--- config.mk ---
export PLATFORM = sky130hd
export DESIGN_NAME = cfg_ind_port
export DESIGN_NICKNAME = d
export VERILOG_FILES = /design/src/rtl/cfg_ind_pkg.sv /design/src/rtl/cfg_ind_regs.sv /design/src/rtl/cfg_ind_seq.sv /design/src/rtl/cfg_ind_ram.sv /design/src/rtl/cfg_ind_port.sv
export SDC_FILE = /design/constraint.sdc
export NUM_CORES = 2
export LEC_CHECK = 0
export ABC_AREA = 1
export CAP_MARGIN = 20
export CORE_MARGIN = 1.5
export CORE_UTILIZATION = 52
export DETAILED_ROUTE_END_ITERATION = 8
export PLACE_DENSITY_LB_ADDON = 0.15
export RECOVER_POWER = 25
export REMOVE_ABC_BUFFERS = 1
export SLEW_MARGIN = 25
export SYNTH_ARGS = -nofsm -noshare
export SYNTH_HDL_FRONTEND = slang
export SYNTH_SLANG_ARGS = --single-unit
--- constraint.sdc ---
create_clock -name clk -period 5.15 [get_ports clk]
set_input_delay 0.515 -clock clk [delete_from_list [all_inputs] [get_ports clk]]
set_output_delay 0.515 -clock clk [all_outputs]
set_load 0.01 [all_outputs]
--- src/rtl/cfg_ind_pkg.sv ---
package cfg_ind_pkg;

  localparam int DW       = 16;
  localparam int CH_W     = 6;
  localparam int BUSY_BIT = 15;
  localparam int RD_BIT   = 14;
  localparam int WSEL_LSB = 8;

  typedef enum logic [1:0] {
    RA_CTRL = 2'd0,
    RA_DATA = 2'd1,
    RA_SEL  = 2'd2,
    RA_NONE = 2'd3
  } reg_addr_e;

  // Flat memory index of a channel/word pair.
  function automatic int unsigned cell_index(input int unsigned ch,
                                             input int unsigned w,
                                             input int unsigned n_word);
    return ch * n_word + w;
  endfunction

  // Read-back image of the select register.
  function automatic logic [DW-1:0] sel_image(input logic busy, input logic rd,
                                              input logic [3:0] w,
                                              input logic [CH_W-1:0] ch);
    logic [DW-1:0] img;
    img           = '0;
    img[BUSY_BIT] = busy;
    img[RD_BIT]   = rd;
    img[11:8]     = w;
    img[5:0]      = ch;
    return img;
  endfunction

endpackage

--- src/rtl/cfg_ind_regs.sv ---
module cfg_ind_regs
  import cfg_ind_pkg::*;
#(
  parameter int WSEL_W = 2
) (
  input  logic              clk,
  input  logic              rst_n,
  input  logic              bus_en,
  input  logic              bus_we,
  input  logic [1:0]        bus_addr,
  input  logic [DW-1:0]     bus_wdata,
  input  logic              busy,
  input  logic              sel_rd,
  input  logic [CH_W-1:0]   sel_ch,
  input  logic [WSEL_W-1:0] sel_word,
  input  logic              ld_en,
  input  logic [DW-1:0]     ld_data,
  output logic              mrst_q,
  output logic [DW-1:0]     data_q,
  output logic              sel_wr,
  output logic [CH_W-1:0]   new_ch,
  output logic [WSEL_W-1:0] new_word,
  output logic              new_rd,
  output logic [DW-1:0]     bus_rdata
);

  reg_addr_e ra;
  logic      wr;

  assign ra       = reg_addr_e'(bus_addr);
  assign wr       = bus_en & bus_we;
  assign sel_wr   = wr & (ra == RA_SEL) & ~mrst_q;
  assign new_ch   = bus_wdata[CH_W-1:0];
  assign new_word = bus_wdata[WSEL_LSB +: WSEL_W];
  assign new_rd   = bus_wdata[RD_BIT];

  always_ff @(posedge clk) begin
    if (!rst_n) begin
      mrst_q <= 1'b0;
      data_q <= '0;
    end else begin
      if (wr && ra == RA_CTRL) mrst_q <= bus_wdata[0];
      if (mrst_q)                            data_q <= '0;
      else if (ld_en)                        data_q <= ld_data;
      else if (wr && ra == RA_DATA && !busy) data_q <= bus_wdata;
    end
  end

  always_comb begin
    case (ra)
      RA_CTRL: bus_rdata = {{(DW-1){1'b0}}, mrst_q};
      RA_DATA: bus_rdata = data_q;
      RA_SEL:  bus_rdata = sel_image(busy, sel_rd, 4'(sel_word), sel_ch);
      default: bus_rdata = '0;
    endcase
  end

endmodule

--- src/rtl/cfg_ind_seq.sv ---
module cfg_ind_seq
  import cfg_ind_pkg::*;
#(
  parameter int N_CH   = 40,
  parameter int N_WORD = 4,
  parameter int LAT    = 3,
  localparam int WSEL_W = $clog2(N_WORD),
  localparam int DEPTH  = N_CH * N_WORD,
  localparam int AW     = $clog2(DEPTH)
) (
  input  logic              clk,
  input  logic              rst_n,
  input  logic              mrst,
  input  logic              sel_wr,
  input  logic [CH_W-1:0]   new_ch,
  input  logic [WSEL_W-1:0] new_word,
  input  logic              new_rd,
  output logic              busy,
  output logic [CH_W-1:0]   sel_ch,
  output logic [WSEL_W-1:0] sel_word,
  output logic              sel_rd,
  output logic              acc_fire,
  output logic              ram_we,
  output logic              ld_en,
  output logic [AW-1:0]     ram_addr
);

  localparam int CNT_W = $clog2(LAT + 1);

  logic             bad_q;
  logic [CNT_W-1:0] cnt_q;
  logic             accept;
  logic             new_bad;

  assign accept  = sel_wr & ~busy;
  assign new_bad = int'(new_ch) >= N_CH;

  always_ff @(posedge clk) begin
    if (!rst_n || mrst) begin
      busy     <= 1'b0;
      bad_q    <= 1'b0;
      cnt_q    <= '0;
      sel_ch   <= '0;
      sel_word <= '0;
      sel_rd   <= 1'b0;
    end else if (accept) begin
      busy     <= 1'b1;
      bad_q    <= new_bad;
      cnt_q    <= new_bad ? '0 : CNT_W'(LAT - 1);
      sel_ch   <= new_ch;
      sel_word <= new_word;
      sel_rd   <= new_rd;
    end else if (busy) begin
      if (cnt_q == '0) busy  <= 1'b0;
      else             cnt_q <= cnt_q - 1'b1;
    end
  end

  // The access lands on the last busy cycle, unless a master clear or a bad channel stops it.
  assign acc_fire = busy & (cnt_q == '0) & ~bad_q & ~mrst;
  assign ram_we   = acc_fire & ~sel_rd;
  assign ld_en    = acc_fire & sel_rd;
  assign ram_addr = AW'(cell_index(int'(sel_ch), int'(sel_word), N_WORD));

endmodule

--- src/rtl/cfg_ind_ram.sv ---
module cfg_ind_ram #(
  parameter int DEPTH = 160,
  parameter int DW    = 16,
  localparam int AW   = $clog2(DEPTH)
) (
  input  logic          clk,
  input  logic          we,
  input  logic [AW-1:0] addr,
  input  logic [DW-1:0] wdata,
  output logic [DW-1:0] rdata
);

  logic [DW-1:0] mem [DEPTH];

  always_ff @(posedge clk) begin
    if (we) mem[addr] <= wdata;
  end

  assign rdata = mem[addr];

endmodule

--- src/rtl/cfg_ind_port.sv ---
module cfg_ind_port
  import cfg_ind_pkg::*;
#(
  parameter int N_CH   = 40,
  parameter int N_WORD = 4,
  parameter int LAT    = 3
) (
  input  logic        clk,
  input  logic        rst_n,
  input  logic        bus_en,
  input  logic        bus_we,
  input  logic [1:0]  bus_addr,
  input  logic [15:0] bus_wdata,
  output logic [15:0] bus_rdata
);

  localparam int WSEL_W = $clog2(N_WORD);
  localparam int DEPTH  = N_CH * N_WORD;
  localparam int AW     = $clog2(DEPTH);

  logic              mrst_q;
  logic [DW-1:0]     data_q;
  logic              sel_wr;
  logic [CH_W-1:0]   new_ch;
  logic [WSEL_W-1:0] new_word;
  logic              new_rd;
  logic              busy;
  logic [CH_W-1:0]   sel_ch;
  logic [WSEL_W-1:0] sel_word;
  logic              sel_rd;
  logic              acc_fire;
  logic              ram_we;
  logic              ld_en;
  logic [AW-1:0]     ram_addr;
  logic [DW-1:0]     ram_rdata;

  cfg_ind_regs #(.WSEL_W(WSEL_W)) regs_i (
    .clk(clk), .rst_n(rst_n), .bus_en(bus_en), .bus_we(bus_we),
    .bus_addr(bus_addr), .bus_wdata(bus_wdata), .busy(busy),
    .sel_rd(sel_rd), .sel_ch(sel_ch), .sel_word(sel_word),
    .ld_en(ld_en), .ld_data(ram_rdata), .mrst_q(mrst_q), .data_q(data_q),
    .sel_wr(sel_wr), .new_ch(new_ch), .new_word(new_word), .new_rd(new_rd),
    .bus_rdata(bus_rdata)
  );

  cfg_ind_seq #(.N_CH(N_CH), .N_WORD(N_WORD), .LAT(LAT)) seq_i (
    .clk(clk), .rst_n(rst_n), .mrst(mrst_q), .sel_wr(sel_wr),
    .new_ch(new_ch), .new_word(new_word), .new_rd(new_rd),
    .busy(busy), .sel_ch(sel_ch), .sel_word(sel_word), .sel_rd(sel_rd),
    .acc_fire(acc_fire), .ram_we(ram_we), .ld_en(ld_en), .ram_addr(ram_addr)
  );

  cfg_ind_ram #(.DEPTH(DEPTH), .DW(DW)) ram_i (
    .clk(clk), .we(ram_we), .addr(ram_addr), .wdata(data_q), .rdata(ram_rdata)
  );

endmodule

; ---- After elaboration in Yosys (flattened, before gate mapping)
; Memory sizes are Yosys's and may differ from the RTL's.
; Cells that the tools add are included.
; Widths: inputs -> output; s select.
[op_classes]
n_bitwise = 14
muxes = 12
order_cmp = 1
eq_ne = 3
n_reduce_logical = 12
n_addsub = 2
[op_table]
columns = operator, count
row1 = $pmux 16 s3, 1
row2 = $mux 16, 2
row3 = $and 1x1->1, 9
row4 = $add 8x2->8, 1
row5 = $mux 2, 4
row6 = $ge 6x6->1 const B, 1
row7 = $mux 1, 5
row8 = $not 1->1, 5
row9 = $logic_not 2->1, 2
row10 = $reduce_bool 2->1, 2
row11 = $logic_and 1x1->1, 3
row12 = $eq 2x1->1 const B, 1
row13 = $eq 2x2->1 const B, 1
row14 = $logic_not 1->1, 2
row15 = $ne 2x1->1 const B, 1
row16 = $reduce_and 2->1, 1
row17 = $reduce_or 2->1, 1
row18 = $sub 2x1->2 const B, 1
row19 = $logic_or 1x1->1, 1
[totals]
out_inout_bits = 16
ramBits = 2560
register_bits = 30
inputBits = 22
elab_cells = 53
mem_count = 1
[mem_list]
columns = name, depth, word_bits, rd, rd_ports_with_merged_regs, write_ports, line_no
row1 = ram_i.mem, 160, 16, 1, 0, 1, cfg_ind_ram.sv:13  ; logic [DW-1:0] mem [DEPTH];

; ---- Depth between registers and ports, before layout
[depth]
ltp_word = 7
ltp_mapped = 19
depth_no_buf = 15

; ---- Hierarchy
; Synthesis repeated with hierarchy kept, for this count alone.
[hier_totals]
cells_unflattened = 9264
hier_area_um2 = 104599.1
[modules_own_cells]
columns = mod, instances, cells_each, area_each_um2, seq_area_each_um2
row1 = cfg_ind_ram, 1, 8988, 102787.3, 76873.7
row2 = cfg_ind_regs, 1, 193, 1132.3, 340.3
row3 = cfg_ind_seq, 1, 83, 679.4, 260.2

; ---- Least setup slack after synthesis
; No wires, ideal clock.
[synth_timing]
path_kind = register to output
start = register regs_i.data_q[10]
end = output port bus_rdata[10]
n_path_buf = 0
slack_ns = 2.030
arrival_ns = 2.605
path_stages_with_launch = 3
required_ns = 4.635
cell_sequence = dfxtp_1 -> inv_1 -> nor2_1
[synth_via]
elab_chain_cells = 1
[synth_lines]
columns = element, line_no
row1 = from (decl), cfg_ind_regs.sv:19  ; output logic [DW-1:0] data_q,
row2 = from (signal assigned), cfg_ind_regs.sv:44  ; else if (ld_en) data_q <= ld_data;
row3 = from (signal assigned), cfg_ind_regs.sv:45  ; else if (wr && ra == RA_DATA && !busy) data_q <= bus_wdata;
row4 = $pmux 16 s3, cfg_ind_regs.sv:50  ; case (ra)
row5 = to (decl), cfg_ind_port.sv:14  ; output logic [15:0] bus_rdata
; No other way between the ends.

; ---- Worst setup path in the final report
[layout_timing]
start = register regs_i.data_q[5]
end = memory ram_i.mem[20][5], data pin
[layout_lines]
columns = element, line_no
row1 = to (decl), cfg_ind_ram.sv:13
; No word-level cell before the write port.

==> summary.md <==
| Metric | Value |
|---|---|
| Clk buf depth | `4` |
| Commonest non-fill, non-tap cell in the layout | `nand2_1` |
| Least-Margin Pin Slew | `4120 ps` |
| CTS buffer count | `283` |
| WL/cell | `24.5 microns` |
| Cell count after synthesis | `roughly 9.6k` |
| CP Launch Type | `flop` |
| Crit-path leading delay family | `buffers and inverters` |
| Synth-to-Final Area Change | `12.0%` |
| Failing checks | `capacitance limit, slew limit` |
| Post-CTS Setup Repair Bufs | `0` |
| Synth async-reset ratio | `0` |
| RSZ-0062 raised after global routing | `false` |
| Period minus WS final | `between 4000 and 5000 ps` |
| Top cell type's share of synthesized area | `0.729` |
| Initial Utilization | `0.523` |
| Reg2reg path depth | `1` |
| Post-synth EDFFs | `roughly 2.6k` |
| Max-Cap Viols | `18` |
| Port Buf Inserts | `37` |
| Part of the power in registers | `0.528` |
| Commonest non-fill, non-tap cells in the layout | `nand2_1, edfxtp_1, nor2_1, clkbuf_16, buf_4` |
| CP endpoint kind | `flop` |
| Crit path max fanout | `160` |
| Fin nets | `between 9k and 10k` |
| DRC | `0` |
| H-tree depth | `5` |
| Logic pwr share | `0.033` |
| Tcrit/Tclk final | `0.847` |
| Arrival @ worst endpoint | `about 4400 ps` |
| Slew headroom | `-1.74` |
| Initial antenna violation count | `9` |
| Clock-pin slew of the registers on the worst-case setup and hold paths | `around 60 ps` |
| Synth area leader | `edfxtp_1` |
| Fmax | `about 0.23 GHz` |
| Max Slew Vio Count | `roughly 1.1k` |
| Avg Inst Size Synth | `approximately 11 sq um` |
| Hold endpoint | `regs_i.mrst_q` |
| Cts hold-fix bufs | `0` |
| Clk sinks | `2590` |
| P_leak | `roughly 46 nW` |
| Part of the Yosys area used for sequential elements | `0.735` |
| TritonCTS clock tree | `yes` |
| Total congestion overflow | `0` |
| Sw frac | `0.210` |
| Setup TNS | `0 ps` |
| Layout Utilization | `0.585` |
| Gr usage total | `0.299` |
| Post-Syn Area | `between 100000 and 150000 sq um` |
| Hpwl dp | `roughly 170 mm` |
| Iter 0 DRT Violations | `8718` |
| Crit path cell chain | `buf_2` |
| Reg2reg setup slack | `around 790 ps` |
| Clock network latency to the later pin of the worst-skew pair | `920 ps` |
| Top cells by area, synth | `edfxtp_1, nand2_1, nor2_1, buf_2, nand3_1` |
| WP data required | `about 5200 ps` |
| Routed wire length | `~300 mm` |
| Worst Path Buf+Inv | `1` |
| Vias in the first global route | `between 60k and 70k` |
| IO Count | `38` |
| First-pass GRT wire length | `450 mm` |
| Maximum VDD drop | `0.000314 V` |
| Clock power frac | `0.439` |
| Endpoints failing hold | `0` |
| Slowest stage delay, CP | `2940 ps` |
| R2R Path End | `ram_i.mem[20][5]` |
| Cells resized by post-CTS repair | `0` |
| Via count | `about 71k` |
| Die W | `approximately 450 microns` |
| Hold Crit Depth | `3` |
| Drt first pass iters | `8` |
| Final setup vio count | `0` |
| Core area | `202000 sq um` |
| Status | `finished, violations left` |
| Largest net degree at the start of global routing | `~180` |
| Vias per std cell | `5.60` |
| Synth cell types | `35` |
| Die footprint | `between 200000 and 250000 sq um` |
| Die Height | `approximately 450 microns` |
| Synth Register Bits | `between 2k and 3k` |
| Hold Crit Start | `rst_n` |
| CP Class | `reg -> reg` |
| CP max-delay cell | `buf_2` |
| Worst Hold Class | `in -> reg` |
| NetSw | `between 0.009 and 0.01 W` |
| Antenna-violating nets left | `0` |
| Worst r2r src | `regs_i.data_q[5]` |
| Ratio of cells with drive above 1 in the final layout | `0.0702` |
| Main synth FF type | `edfxtp_1` |
| Warnings, synthesis | `0` |
| Num rows | `165` |
| Pint | `about 0.034 W` |
| Clock Skew | `46.9 ps` |
| PwrDens | `369 nW/um^2` |
| Clock root buffer | `clkbuf_16` |
| Final GP Congestion | `approximately 0.9` |
==> through the flow <==
stage / cell area [sq um] / std cells / hold WS (ps) / setup WS (ps) / power [W]
2_1_floorplan: 103000 / 9115 / 440 / -32320 / 0.0244
3_3_place_gp: 110000 / 12100 / 454 / 1600 / 0.0249
3_5_place_dp: 110000 / 12100 / 461 / 1480 / 0.0249
4_1_cts: 118000 / 12600 / 186 / 1340 / 0.0438
5_1_grt: 118000 / 12600 / 239 / 682 / 0.0447
6_report: 118000 / 12600 / 256 / 787 / 0.0436
==> flip-flops by register name, summed over array words and instances, names as in the netlist, 2 cells and up <==
register	count
ram_i.mem	2560
regs_i.data_q	16
seq_i.sel_ch	6
seq_i.cnt_q	2
seq_i.sel_word	2
==> per-layer routing <==
metal,share of wire,track usage
met3,0.089,0.0555
met2,0.47,0.478
met4,0.038,0.109
met1,0.40,0.411
met5,0.00017,0
==> power groups by stage <==
stage | clock network [W] | logic [W] | registers [W]
finish | 0.0191 | 0.00144 | 0.0230
global route | 0.0201 | 0.00154 | 0.0230
CTS | 0.0193 | 0.00143 | 0.0230
detailed placement | 0 | 0.00142 | 0.0235
global placement | 0 | 0.00142 | 0.0235
floorplan | 0 | 0.000867 | 0.0236
==> Yosys cell counts, drive strengths merged, types with 2 or more instances <==
cell and n:
nand2 5409, edfxtp 2560, nor2 516, buf 350
nand3 225, clkbuf 133, a22oi 101, nand4 95
o21ai 55, inv 49, a21oi 39, dfxtp 30
nor3 13, o21a 8, clkinv 3, o211ai 2
==> kinds of logic after synthesis <==
logic type               share of synthesized area
buffers and inverters                       0.0235
AND/OR/NAND/NOR                              0.228
adder cells (fa/ha/maj)                   0.000119
flip-flops                                   0.735
AO/OA/AOI/OAI                               0.0129
==> worst max-delay path by stage <==
| stage | from | to | cells after the start |
|---|---|---|---|
| after floorplan | seq_i.sel_word[0] | ram_i.mem[109][0] | 4 |
| after global placement | seq_i.cnt_q[0] | ram_i.mem[25][7] | 12 |
| after detailed placement | seq_i.cnt_q[0] | ram_i.mem[25][3] | 12 |
| after CTS | seq_i.sel_word[0] | bus_rdata[8] | 4 |
| after global routing | regs_i.data_q[5] | ram_i.mem[20][5] | 1 |
| final | regs_i.data_q[5] | ram_i.mem[20][5] | 1 |
==> area by class of cell <==
| class | instances | area, sq um |
|---|---|---|
| well taps | 2672 | 3340 |
| repair buffers | 336 | 2910 |
| diodes | 1 | 2.50 |
| inverters | 52 | 231 |
| flip-flops and latches | 2590 | 77500 |
| clock inverters | 127 | 1100 |
| fillers | 16500 | 83600 |
| multi-input cells | 6473 | 25500 |
| clock buffers | 344 | 7440 |
Power figures use the tool's default switching activity.
